`src/rtl/mbox_pkg.sv`:
```
package mbox_pkg;

  typedef enum logic [3:0] {
    S_IDLE,
    S_CLR,
    S_WARG,
    S_WMSG,
    S_PRD,
    S_PCHK,
    S_RARG,
    S_RTAIL,
    S_DONE
  } seq_state_e;

  localparam logic [2:0] KIND_OK      = 3'd0;
  localparam logic [2:0] KIND_FAILED  = 3'd1;
  localparam logic [2:0] KIND_UNKNOWN = 3'd2;
  localparam logic [2:0] KIND_PREREQ  = 3'd3;
  localparam logic [2:0] KIND_BUSY    = 3'd4;
  localparam logic [2:0] KIND_OTHER   = 3'd5;
  localparam logic [2:0] KIND_TIMEOUT = 3'd6;

  localparam logic [7:0] RC_OK      = 8'h01;
  localparam logic [7:0] RC_FAILED  = 8'hFF;
  localparam logic [7:0] RC_UNKNOWN = 8'hFE;
  localparam logic [7:0] RC_PREREQ  = 8'hFD;
  localparam logic [7:0] RC_BUSY    = 8'hFC;

endpackage

```
`src/rtl/mbox_poll_ctr.sv`:
```
module mbox_poll_ctr #(
  parameter int POLL_MAX = 1024
) (
  input  logic clk,
  input  logic rst_n,
  input  logic clr_i,
  input  logic inc_i,
  output logic hit_o
);
  localparam int CW = $clog2(POLL_MAX + 1);
  localparam logic [CW-1:0] LIMIT = CW'(POLL_MAX);

  logic [CW-1:0] cnt_q, cnt_d;
  logic          cnt_en;

  always_comb begin
    cnt_en = clr_i | inc_i;
    cnt_d  = cnt_q;
    if (clr_i)      cnt_d = '0;
    else if (inc_i) cnt_d = cnt_q + 1'b1;
  end

  always_ff @(posedge clk or negedge rst_n) begin
    if (!rst_n)      cnt_q <= '0;
    else if (cnt_en) cnt_q <= cnt_d;
  end

  assign hit_o = (cnt_q == LIMIT);

  // the count never passes the limit
  a_r6_cnt_bound: assert property (@(posedge clk) disable iff (!rst_n)
    cnt_q <= LIMIT);
  // no poll is issued once the limit has been reached
  a_r6_no_poll_past_limit: assert property (@(posedge clk) disable iff (!rst_n)
    inc_i |-> (cnt_q < LIMIT));

endmodule

```
`src/rtl/mbox_ctrl.sv`:
```
module mbox_ctrl
  import mbox_pkg::*;
#(
  parameter int N_ARGS   = 6,
  parameter int DATA_W   = 32,
  parameter int ADDR_W   = 4,
  parameter int MSG_ADDR = 0,
  parameter int ARG_BASE = 1,
  parameter int RSP_ADDR = 7
) (
  input  logic                     clk,
  input  logic                     rst_n,
  input  logic                     start_i,
  input  logic [DATA_W-1:0]        cmd_i,
  input  logic [N_ARGS*DATA_W-1:0] args_i,
  input  logic                     poll_hit_i,
  input  logic [DATA_W-1:0]        rdata_i,
  output logic                     bus_req_o,
  output logic                     bus_we_o,
  output logic [ADDR_W-1:0]        bus_addr_o,
  output logic [DATA_W-1:0]        bus_wdata_o,
  output logic                     busy_o,
  output logic                     done_o,
  output logic                     accept_o,
  output logic                     poll_inc_o,
  output logic                     stat_ld_o,
  output logic                     tmo_ld_o,
  output logic                     cap_vld_o,
  output logic [$clog2(N_ARGS)-1:0] cap_idx_o
);
  localparam int IDX_W = $clog2(N_ARGS);
  localparam logic [IDX_W-1:0]  IDX_LAST = IDX_W'(N_ARGS - 1);
  localparam logic [ADDR_W-1:0] A_MSG    = ADDR_W'(MSG_ADDR);
  localparam logic [ADDR_W-1:0] A_RSP    = ADDR_W'(RSP_ADDR);
  localparam logic [ADDR_W-1:0] A_ARG0   = ADDR_W'(ARG_BASE);
  localparam logic [ADDR_W-1:0] A_ARGL   = ADDR_W'(ARG_BASE + N_ARGS - 1);

  seq_state_e        state_q, state_d;
  logic [IDX_W-1:0]  idx_q, idx_d;
  logic [DATA_W-1:0] cmd_q;
  logic [DATA_W-1:0] arg_q [N_ARGS];
  logic              cap_vld_q;
  logic [IDX_W-1:0]  cap_idx_q;
  logic              rsp_nz;

  assign rsp_nz = (rdata_i != '0);

  // next-state and bus drive
  always_comb begin
    state_d     = state_q;
    idx_d       = idx_q;
    accept_o    = 1'b0;
    poll_inc_o  = 1'b0;
    stat_ld_o   = 1'b0;
    tmo_ld_o    = 1'b0;
    bus_req_o   = 1'b0;
    bus_we_o    = 1'b0;
    bus_addr_o  = '0;
    bus_wdata_o = '0;
    unique case (state_q)
      S_IDLE: begin
        if (start_i) begin
          accept_o = 1'b1;
          state_d  = S_CLR;
        end
      end
      S_CLR: begin
        bus_req_o  = 1'b1;
        bus_we_o   = 1'b1;
        bus_addr_o = A_RSP;
        idx_d      = '0;
        state_d    = S_WARG;
      end
      S_WARG: begin
        bus_req_o   = 1'b1;
        bus_we_o    = 1'b1;
        bus_addr_o  = A_ARG0 + ADDR_W'(idx_q);
        bus_wdata_o = arg_q[idx_q];
        if (idx_q == IDX_LAST) state_d = S_WMSG;
        else                   idx_d   = idx_q + 1'b1;
      end
      S_WMSG: begin
        bus_req_o   = 1'b1;
        bus_we_o    = 1'b1;
        bus_addr_o  = A_MSG;
        bus_wdata_o = cmd_q;
        state_d     = S_PRD;
      end
      S_PRD: begin
        bus_req_o  = 1'b1;
        bus_addr_o = A_RSP;
        poll_inc_o = 1'b1;
        state_d    = S_PCHK;
      end
      S_PCHK: begin
        if (rsp_nz) begin
          stat_ld_o = 1'b1;
          idx_d     = '0;
          state_d   = S_RARG;
        end else if (poll_hit_i) begin
          tmo_ld_o = 1'b1;
          state_d  = S_DONE;
        end else begin
          state_d = S_PRD;
        end
      end
      S_RARG: begin
        bus_req_o  = 1'b1;
        bus_addr_o = A_ARG0 + ADDR_W'(idx_q);
        if (idx_q == IDX_LAST) state_d = S_RTAIL;
        else                   idx_d   = idx_q + 1'b1;
      end
      S_RTAIL: state_d = S_DONE;
      S_DONE:  state_d = S_IDLE;
      default: state_d = S_IDLE;
    endcase
  end

  always_ff @(posedge clk or negedge rst_n) begin
    if (!rst_n) begin
      state_q   <= S_IDLE;
      idx_q     <= '0;
      cap_vld_q <= 1'b0;
      cap_idx_q <= '0;
    end else begin
      state_q   <= state_d;
      idx_q     <= idx_d;
      cap_vld_q <= (state_q == S_RARG);
      cap_idx_q <= idx_q;
    end
  end

  // request capture, clock-enabled on acceptance
  always_ff @(posedge clk or negedge rst_n) begin
    if (!rst_n) begin
      cmd_q <= '0;
      for (int i = 0; i < N_ARGS; i++) arg_q[i] <= '0;
    end else if (accept_o) begin
      cmd_q <= cmd_i;
      for (int i = 0; i < N_ARGS; i++) arg_q[i] <= args_i[i*DATA_W +: DATA_W];
    end
  end

  assign busy_o    = (state_q != S_IDLE);
  assign done_o    = (state_q == S_DONE);
  assign cap_vld_o = cap_vld_q;
  assign cap_idx_o = cap_idx_q;

  // a transaction opens with the response clear
  a_r2_clear_first: assert property (@(posedge clk) disable iff (!rst_n)
    $rose(busy_o) |-> (bus_req_o && bus_we_o && bus_addr_o == A_RSP && bus_wdata_o == '0));
  // each argument write past the first follows the previous index
  a_r3_arg_order: assert property (@(posedge clk) disable iff (!rst_n)
    (bus_req_o && bus_we_o && bus_addr_o > A_ARG0 && bus_addr_o <= A_ARGL)
      |-> ($past(bus_req_o && bus_we_o) && $past(bus_addr_o) == bus_addr_o - 1'b1));
  // the command write comes right after the last argument write
  a_r4_msg_after_args: assert property (@(posedge clk) disable iff (!rst_n)
    (bus_req_o && bus_we_o && bus_addr_o == A_MSG)
      |-> $past(bus_req_o && bus_we_o && bus_addr_o == A_ARGL));
  // busy drops right after done
  a_r9_done_release: assert property (@(posedge clk) disable iff (!rst_n)
    done_o |=> !busy_o);
  // a start while busy leaves the captured command alone
  a_r9_start_ignored: assert property (@(posedge clk) disable iff (!rst_n)
    (busy_o && start_i) |=> $stable(cmd_q));

endmodule

```
`src/rtl/mbox_result.sv`:
```
module mbox_result
  import mbox_pkg::*;
#(
  parameter int N_ARGS = 6,
  parameter int DATA_W = 32
) (
  input  logic                      clk,
  input  logic                      rst_n,
  input  logic                      accept_i,
  input  logic                      stat_ld_i,
  input  logic                      tmo_ld_i,
  input  logic                      cap_vld_i,
  input  logic [$clog2(N_ARGS)-1:0] cap_idx_i,
  input  logic [DATA_W-1:0]         rdata_i,
  output logic [N_ARGS*DATA_W-1:0]  args_o,
  output logic [DATA_W-1:0]         status_o,
  output logic [2:0]                kind_o,
  output logic                      err_o,
  output logic                      timeout_o
);
  localparam int IDX_W = $clog2(N_ARGS);

  logic [DATA_W-1:0] arg_q [N_ARGS];
  logic [DATA_W-1:0] status_q, status_d;
  logic [2:0]        kind_q, kind_d, kind_rsp;
  logic              tmo_q, tmo_d;
  logic              st_en;

  // classification of the response word
  always_comb begin
    if (rdata_i == DATA_W'(RC_OK))           kind_rsp = KIND_OK;
    else if (rdata_i == DATA_W'(RC_FAILED))  kind_rsp = KIND_FAILED;
    else if (rdata_i == DATA_W'(RC_UNKNOWN)) kind_rsp = KIND_UNKNOWN;
    else if (rdata_i == DATA_W'(RC_PREREQ))  kind_rsp = KIND_PREREQ;
    else if (rdata_i == DATA_W'(RC_BUSY))    kind_rsp = KIND_BUSY;
    else                                     kind_rsp = KIND_OTHER;
  end

  always_comb begin
    st_en    = accept_i | stat_ld_i | tmo_ld_i;
    status_d = status_q;
    kind_d   = kind_q;
    tmo_d    = tmo_q;
    if (accept_i) begin
      status_d = '0;
      kind_d   = KIND_OK;
      tmo_d    = 1'b0;
    end else if (stat_ld_i) begin
      status_d = rdata_i;
      kind_d   = kind_rsp;
      tmo_d    = 1'b0;
    end else if (tmo_ld_i) begin
      status_d = '0;
      kind_d   = KIND_TIMEOUT;
      tmo_d    = 1'b1;
    end
  end

  always_ff @(posedge clk or negedge rst_n) begin
    if (!rst_n) begin
      status_q <= '0;
      kind_q   <= KIND_OK;
      tmo_q    <= 1'b0;
    end else if (st_en) begin
      status_q <= status_d;
      kind_q   <= kind_d;
      tmo_q    <= tmo_d;
    end
  end

  // one capture register per argument slot
  for (genvar g = 0; g < N_ARGS; g++) begin : g_slot
    logic slot_en;
    assign slot_en = accept_i | (cap_vld_i && cap_idx_i == IDX_W'(g));
    always_ff @(posedge clk or negedge rst_n) begin
      if (!rst_n)       arg_q[g] <= '0;
      else if (slot_en) arg_q[g] <= accept_i ? '0 : rdata_i;
    end
    assign args_o[g*DATA_W +: DATA_W] = arg_q[g];
  end

  assign status_o  = status_q;
  assign kind_o    = kind_q;
  assign err_o     = (kind_q != KIND_OK);
  assign timeout_o = tmo_q;

  // captures only ever target an existing slot
  a_r7_cap_in_range: assert property (@(posedge clk) disable iff (!rst_n)
    cap_vld_i |-> (cap_idx_i <= IDX_W'(N_ARGS - 1)));
  // a timeout always reports a zero status
  a_r6_timeout_zero: assert property (@(posedge clk) disable iff (!rst_n)
    timeout_o |-> (status_o == '0 && err_o));
  // no capture and status load in the same cycle
  a_r7_no_overlap: assert property (@(posedge clk) disable iff (!rst_n)
    !(cap_vld_i && (stat_ld_i || tmo_ld_i)));

endmodule

```
`src/rtl/mbox_seq.sv`:
```
module mbox_seq #(
  parameter int N_ARGS   = 6,
  parameter int DATA_W   = 32,
  parameter int ADDR_W   = 4,
  parameter int MSG_ADDR = 0,
  parameter int ARG_BASE = 1,
  parameter int RSP_ADDR = 7,
  parameter int POLL_MAX = 1024
) (
  input  logic                     clk,
  input  logic                     rst_n,
  input  logic                     start_i,
  input  logic [DATA_W-1:0]        cmd_i,
  input  logic [N_ARGS*DATA_W-1:0] args_i,
  output logic                     busy_o,
  output logic                     done_o,
  output logic [N_ARGS*DATA_W-1:0] args_o,
  output logic [DATA_W-1:0]        status_o,
  output logic [2:0]               kind_o,
  output logic                     err_o,
  output logic                     timeout_o,
  output logic                     bus_req_o,
  output logic                     bus_we_o,
  output logic [ADDR_W-1:0]        bus_addr_o,
  output logic [DATA_W-1:0]        bus_wdata_o,
  input  logic [DATA_W-1:0]        bus_rdata_i
);
  localparam int IDX_W = $clog2(N_ARGS);

  // asynchronous assertion, synchronous release
  logic [1:0] rst_sync_q;
  logic       rst_int_n;

  always_ff @(posedge clk or negedge rst_n) begin
    if (!rst_n) rst_sync_q <= 2'b00;
    else        rst_sync_q <= {rst_sync_q[0], 1'b1};
  end
  assign rst_int_n = rst_sync_q[1];

  logic             accept, poll_inc, poll_hit, stat_ld, tmo_ld, cap_vld;
  logic [IDX_W-1:0] cap_idx;

  mbox_ctrl #(
    .N_ARGS(N_ARGS), .DATA_W(DATA_W), .ADDR_W(ADDR_W),
    .MSG_ADDR(MSG_ADDR), .ARG_BASE(ARG_BASE), .RSP_ADDR(RSP_ADDR)
  ) u_ctrl (
    .clk         (clk),
    .rst_n       (rst_int_n),
    .start_i     (start_i),
    .cmd_i       (cmd_i),
    .args_i      (args_i),
    .poll_hit_i  (poll_hit),
    .rdata_i     (bus_rdata_i),
    .bus_req_o   (bus_req_o),
    .bus_we_o    (bus_we_o),
    .bus_addr_o  (bus_addr_o),
    .bus_wdata_o (bus_wdata_o),
    .busy_o      (busy_o),
    .done_o      (done_o),
    .accept_o    (accept),
    .poll_inc_o  (poll_inc),
    .stat_ld_o   (stat_ld),
    .tmo_ld_o    (tmo_ld),
    .cap_vld_o   (cap_vld),
    .cap_idx_o   (cap_idx)
  );

  mbox_poll_ctr #(.POLL_MAX(POLL_MAX)) u_poll (
    .clk   (clk),
    .rst_n (rst_int_n),
    .clr_i (accept),
    .inc_i (poll_inc),
    .hit_o (poll_hit)
  );

  mbox_result #(.N_ARGS(N_ARGS), .DATA_W(DATA_W)) u_result (
    .clk       (clk),
    .rst_n     (rst_int_n),
    .accept_i  (accept),
    .stat_ld_i (stat_ld),
    .tmo_ld_i  (tmo_ld),
    .cap_vld_i (cap_vld),
    .cap_idx_i (cap_idx),
    .rdata_i   (bus_rdata_i),
    .args_o    (args_o),
    .status_o  (status_o),
    .kind_o    (kind_o),
    .err_o     (err_o),
    .timeout_o (timeout_o)
  );

  // a clean completion carries the success word
  a_r8_ok_status: assert property (@(posedge clk) disable iff (!rst_int_n)
    (done_o && !err_o) |-> (status_o == DATA_W'(1)));
  // no bus traffic while idle
  a_r1_idle_quiet: assert property (@(posedge clk) disable iff (!rst_int_n)
    !busy_o |-> !bus_req_o);
  // done is a single-cycle pulse
  a_r9_done_pulse: assert property (@(posedge clk) disable iff (!rst_int_n)
    done_o |=> !done_o);

endmodule

```
`config.mk`:
```
export PLATFORM = sky130hd
export DESIGN_NAME = mbox_seq
export DESIGN_NICKNAME = d
export VERILOG_FILES = /design/src/rtl/mbox_pkg.sv /design/src/rtl/mbox_poll_ctr.sv /design/src/rtl/mbox_ctrl.sv /design/src/rtl/mbox_result.sv /design/src/rtl/mbox_seq.sv
export SDC_FILE = /design/constraint.sdc
export NUM_CORES = 1
export LEC_CHECK = 0
export BUFFER_PORTS_ARGS = -buffer_cell sky130_fd_sc_hd__buf_2
export CELL_PAD_IN_SITES_DETAIL_PLACEMENT = 1
export CELL_PAD_IN_SITES_GLOBAL_PLACEMENT = 1
export CORE_ASPECT_RATIO = 1.75
export CORE_MARGIN = 4
export CORE_UTILIZATION = 35
export CTS_CLUSTER_DIAMETER = 200
export DETAILED_ROUTE_END_ITERATION = 12
export GPL_ROUTABILITY_DRIVEN = 0
export GPL_TIMING_DRIVEN = 0
export PLACE_DENSITY = 0.72
export SETUP_SLACK_MARGIN = 0.15
export SLEW_MARGIN = 20
export SYNTH_ARGS = -nofsm -noshare
export SYNTH_HDL_FRONTEND = slang
export SYNTH_SLANG_ARGS = --single-unit
```
`constraint.sdc`:
```
create_clock -name clk -period 18.5 [get_ports clk]
set_input_delay 3.7 -clock clk [delete_from_list [all_inputs] [get_ports clk]]
set_output_delay 3.7 -clock clk [all_outputs]
set_load 0.005 [all_outputs]
```
== Word level (Yosys, flattened, before mapping) ==
Index checks and enable logic that the tools add are counted.
W data, S select, Z words.

* Output and inout bits: 269
* Register bits: 476
* Memories kept: 0
* Latch bits: 0
* Bits in writable memories: 0
* ROM bits: 0

* Multiplexer cells: 41
* Eq/ne operators: 25
* Divide/modulo/power cells: 0
* Shifts and indexed selects: 0
* Order comparisons: 1
* Reduce and logical (&&, ||, !) cells: 22
* Bitwise operators: 10
* Add/sub/neg operators: 3
* $mul: 0

{| class="wikitable"
|+ Operator list
! kind !! count
|-
| $mux W32 || 6
|-
| $eq A32 B8 Y1 const B || 4
|-
| $bmux W32 S3 || 1
|-
| $pmux W32 S2 || 1
|-
| $eq A32 B1 Y1 const B || 1
|-
| $pmux W4 S8 || 1
|-
| $reduce_bool A32 Y1 || 1
|-
| $mux W3 || 9
|-
| $mux W11 || 2
|-
| $mux W4 || 5
|-
| $eq A4 B3 Y1 const B || 4
|-
| $mux W1 || 14
|-
| $add A11 B1 Y11 const B || 1
|-
| $eq A11 B11 Y1 const B || 1
|-
| $eq A3 B3 Y1 const B || 3
|-
| $or A1 B1 Y1 || 9
|-
| $pmux W3 S3 || 1
|-
| $reduce_bool A3 Y1 || 3
|-
| $eq A4 B2 Y1 const B || 2
|-
| $pmux W4 S2 || 1
|-
| $eq A3 B2 Y1 const B || 2
|-
| $logic_and A1 B1 Y1 || 6
|-
| $ne A2 B1 Y1 const B || 3
|-
| $reduce_and A3 Y1 || 2
|-
| other kinds (16) || 19
|}

== Depth between registers and ports, before layout ==
* Depth after elaboration: 8
* Gate-level depth with buffers: 8
* Depth with buffers taken out: 6

== Modules after synthesis ==
From an unflattened synthesis, not the netlist that was laid out.

* Cell total of the unflattened synthesis: 1830
* Area total of the unflattened synthesis: 20816.2 um^2

{| class="wikitable"
|+ By module, submodules not included
! module !! times used !! cells each !! area each (um^2)
|-
| mbox_ctrl || 1 || 746 || 10870.4
|-
| mbox_result || 1 || 1022 || 9300.2
|-
| mbox_poll_ctr || 1 || 59 || 591.8
|-
| mbox_seq || 1 || 3 || 53.8
|}

== Least setup slack after synthesis ==
Ideal clock, no wire load.

* Path kind: register to output
* Start: reg u_ctrl.idx_q[0]
* End: out bus_wdata_o[16]
* Path slack: 12.884 ns
* Data arrival time: 1.916 ns
* Buffers on the path: 4
* Cell stages (with the launch flop): 8
* Cell sequence: dfrtp_1 buf_2 buf_2 buf_2 buf_2 mux2i_1 o22ai_1 a22o_1

* Word-level cells in the longest chain between the ends: 5

{| class="wikitable"
|+ Ends and longest elaborated chain
! element !! line !! RTL
|-
| from (decl) || mbox_ctrl.sv:39 || <nowiki>logic [IDX_W-1:0] idx_q, idx_d;</nowiki>
|-
| from (signal assigned) || mbox_ctrl.sv:127 || <nowiki>idx_q <= idx_d;</nowiki>
|-
| $not A3 Y4 (implied by the code) || mbox_ctrl.sv:78 || <nowiki>bus_wdata_o = arg_q[idx_q];</nowiki>
|-
| $bmux W32 S3 || mbox_ctrl.sv:78 ||
|-
| $mux W32 (implied by the code) (2 in series) || mbox_ctrl.sv:78 ||
|-
| $pmux W32 S2 || mbox_ctrl.sv:60 || <nowiki>unique case (state_q)</nowiki>
|-
| to (decl) || mbox_seq.sv:25 || <nowiki>output logic [DATA_W-1:0] bus_wdata_o,</nowiki>
|}

Every way passes these cells. The select of a mux whose other input is x is not followed.

== Worst setup path in the final report ==
* Start: reg u_ctrl.idx_q[0]
* End: out bus_wdata_o[23]

Same word-level chain as after synthesis.

==> results.tsv <==
stage	metric	value	unit
logic_synthesis	post-synth-top-area-cell	dfrtp_1	
final_layout	stdcell_area	26000	sq um
sta	tns	0	ns
power	irDropWorstVdd	0.0000894	V
grt	gr-usage-met3	5.74	%
critical_path	startpoint_type	register	
cts	cts_resized	0	
die	placementRows	117	
sta	worstMarginPinSlew	1.03	ns
placement	dp_cells	3536	
sta	slew_headroom	30.3	%
logic_synthesis	syn-cell-area	20500	sq um
power	switchingPower	1.64	mW
cts	numCtsBuffers	48	
sta	hold_ws	0.286	ns
sta	rsz0062_at_grt	no	
cts	insertion_delay	0.59	ns
grt	grt_max_degree	59	
logic_synthesis	synth_cell_types	53	
die	die_w	191	um
grt	grtUsageMet1	28.5	%
grt	grt_pass1_wl	127	mm
final_layout	multi_input_comb_area	7760	sq um
sta	setup_viol	0	
sta	fin_skew	0.0206	ns
die	die-area	62800	sq um
logic_synthesis	ys_seq_area_share	58.0	%
critical_path	arrival	3.37	ns
die	coreArea	58100	sq um
sta	drv_slew	0	
sta	fin_crit	7.07	ns
placement	port_buffers	497	
grt	antenna_found_initial	12	
cts	cts_tree	done	
sta	hold_viol	0	
routing	via_per_inst	5.15	
final_layout	ff_latch_area	11900	sq um
final_layout	finalNonFillerCells	3632	
placement	place_area	24200	sq um
cts	h-tree-depth	2	
die	start_util	35.3	%
flow_run	maxCapViolCount	0	
routing	routedWlPerCell	23.4	um
cts	cts_sinks	476	
grt	grt_pass1_vias	20656	
die	die_y	328	um
routing	drc	0	
logic_synthesis	ys_ff_latch	476	
cts	cts-hold-fix-buffers	0	
cts	cts.clk_slew.worst_paths	0.07	ns
logic_synthesis	synth-edff-count	0	
grt	grt_overflow	0	
sta	fin_crit_sh	38.2	%
power	swShare	37.7	%
power	pwr-share-comb	35.9	%
routing	vias	18711	
power	p_int	2.71	mW
logic_synthesis	syn_area_per_cell	9.10	sq um
critical_path	crit_fanout	10	
grt	grt_usage	26.6	%
sta	setup_slack	11.43	ns
routing	drt_iter0_drc	778	
power	leakage	13.4	nW
logic_synthesis	synth_top_area_share	58.0	%
logic_synthesis	synth-async-reset-ratio	100	%
final_layout	fin_nets	3076	
logic_synthesis	synth_warnings	0	
logic_synthesis	synthTopCellsByArea	dfrtp_1 58%, nand2_1 20%, a21oi_1 4.8%	
sta	fmaxAchievable	0.141	GHz
grt	grt_use_met2	48.9	%
final_layout	syn_to_final_growth	26.8	%
logic_synthesis	synth_nets	2520	
grt	busiest_layer	met2	
critical_path	setup.worst_path.end_class	output port	
critical_path	crit_required	14.80	ns
critical_path	critPathKind	register to output port	
power	seq_power_share	38.8	%
hold_path	worst_hold_path_type	register to async pin	
placement	pre_cts_ws	11.78	ns
routing	finalWirelength	85.1	mm
die	num_io_pins	528	
logic_synthesis	synth_ff_type	dfrtp_1	
logic_synthesis	synth_cells	2257	
cts	cts_setup_buffers	0	
power	p_per_area	167	nW/um^2
final_layout	nFillCells	6937	
outcome	outcome	completed	
cts	cts_root_buf	clkbuf_16	
cts	clockBufferDepth	3	
placement	dp_hpwl	66.9	mm
power	p_clk_share	25.3	%
final_layout	drive_gt1_share	22.6	%
routing	drtAntennaViolNets	0	
routing	dr.pass1.iters	5	
[layout make-up]
cell class	instances	area share, %
clock inverter	27	1.60
sequential	476	45.8
multi-input combinational	1558	29.8
antenna	8	0.0769
buffer	188	2.87
clock buffer	61	5.19
timing repair buffer	506	10.5
tap	773	3.71
inverter	35	0.505
[stage by stage]
step | utilization, % | power [mW]
2_1_floorplan | - | 2.56
5_1_grt | 44.8 | 4.63
4_1_cts | 44.8 | 4.39
3_5_place_dp | 41.7 | 3.27
6_report | 44.8 | 4.36
3_3_place_gp | 41.3 | 3.19
[sequential cells by signal (all words and copies together), names as in the netlist]
signal,flops
u_ctrl.arg_q,192
u_result.args_o,192
u_ctrl.state_q,4
u_ctrl.idx_q,3
u_result.status_o,32
u_result.kind_o,3
u_result.timeout_o,1
u_poll.cnt_q,11
rst_sync_q,2
u_ctrl.cap_idx_o,3
u_ctrl.cap_vld_o,1
u_ctrl.cmd_q,32
[power by group through the flow]
stage | logic (mW) | registers (mW) | clock network [mW]
after global placement | 1.49 | 1.70 | 0
after detailed placement | 1.57 | 1.70 | 0
after CTS | 1.58 | 1.69 | 1.12
final | 1.56 | 1.69 | 1.10
after floorplan | 0.901 | 1.65 | 0
after global routing | 1.73 | 1.73 | 1.17
[synth_stat cells (4+ instances only)]
master	n
ha_1	4
nand2_1	1071
and3_1	7
a21oi_1	199
nand2b_1	6
nand4_1	6
a32o_1	33
clkbuf_2	4
buf_2	8
mux4_2	32
inv_1	35
mux2i_1	34
xor2_1	9
nor2_1	22
o22ai_1	32
nor3_1	10
dfrtp_1	476
a22o_1	32
buf_1	11
nand3_1	5
nor4_1	6
nor2b_1	4
clkbuf_1	161
[critical path, cell delays in order, from the launching register on]
cell and delay (ns):
dfrtp_1 0.45, buf_2 0.28, buf_2 0.44, buf_2 0.39, buf_2 0.42, mux2i_1 0.26, o22ai_1 0.11, a22o_1 0.28
buf_2 0.15
[per-layer routing]
metal / part of all wire, % / routed length [um]
met1: 35 / 30000
met2: 52 / 44300
met3: 6.9 / 5900
met4: 5.7 / 4820
met5: 0.059 / 50
[final timing paths]
kind / depth (start not counted) / slack, ns / from / end
setup / recovery: 8 / 11.43 / u_ctrl.idx_q[0] / bus_wdata_o[23]
min in group clk: 0 / 0.36 / rst_sync_q[0] / rst_sync_q[1]
setup reg to reg: 5 / 15.37 / u_ctrl.state_q[1] / u_result.timeout_o
max in group asynchronous: 1 / 15.49 / rst_n / rst_sync_q[1]
hold / removal: 0 / 0.29 / rst_sync_q[1] / u_result.args_o[182]
hold reg to reg: 0 / 0.29 / rst_sync_q[1] / u_result.args_o[182]
[kinds of logic (layout without fill, tap and decap cells)]
group | Yosys count | in the layout | share of synthesized area, %
and+or+nand+nor | 1155 | 1155 | 22.1
DFF | 476 | 476 | 58.0
AOI/OAI and AO/OA | 321 | 321 | 9.73
buffers and inverters | 223 | 817 | 4.28
muxes | 66 | 66 | 5.17
xor gates and xnor gates | 11 | 11 | 0.469
adders and majority gates | 4 | 4 | 0.244
other | 1 | 9 | 0.0183
[cell usage in the layout (no fill, tap or decap), types with 10 or more instances in the layout]
master     netlist  routed
mux2i_1         34      34
a22o_1          32      32
clkbuf_1       161     165
buf_1           11      11
nor2_1          22      22
a21oi_1        199     199
clkbuf_16        0      49
buf_2            8     505
bufinv_16        0      10
inv_1           35      35
a32o_1          33      33
nand2_1       1071    1071
mux4_2          32      32
dfrtp_1        476     475
o22ai_1         32      32
No activity file was read; power rests on OpenSTA's default activity.
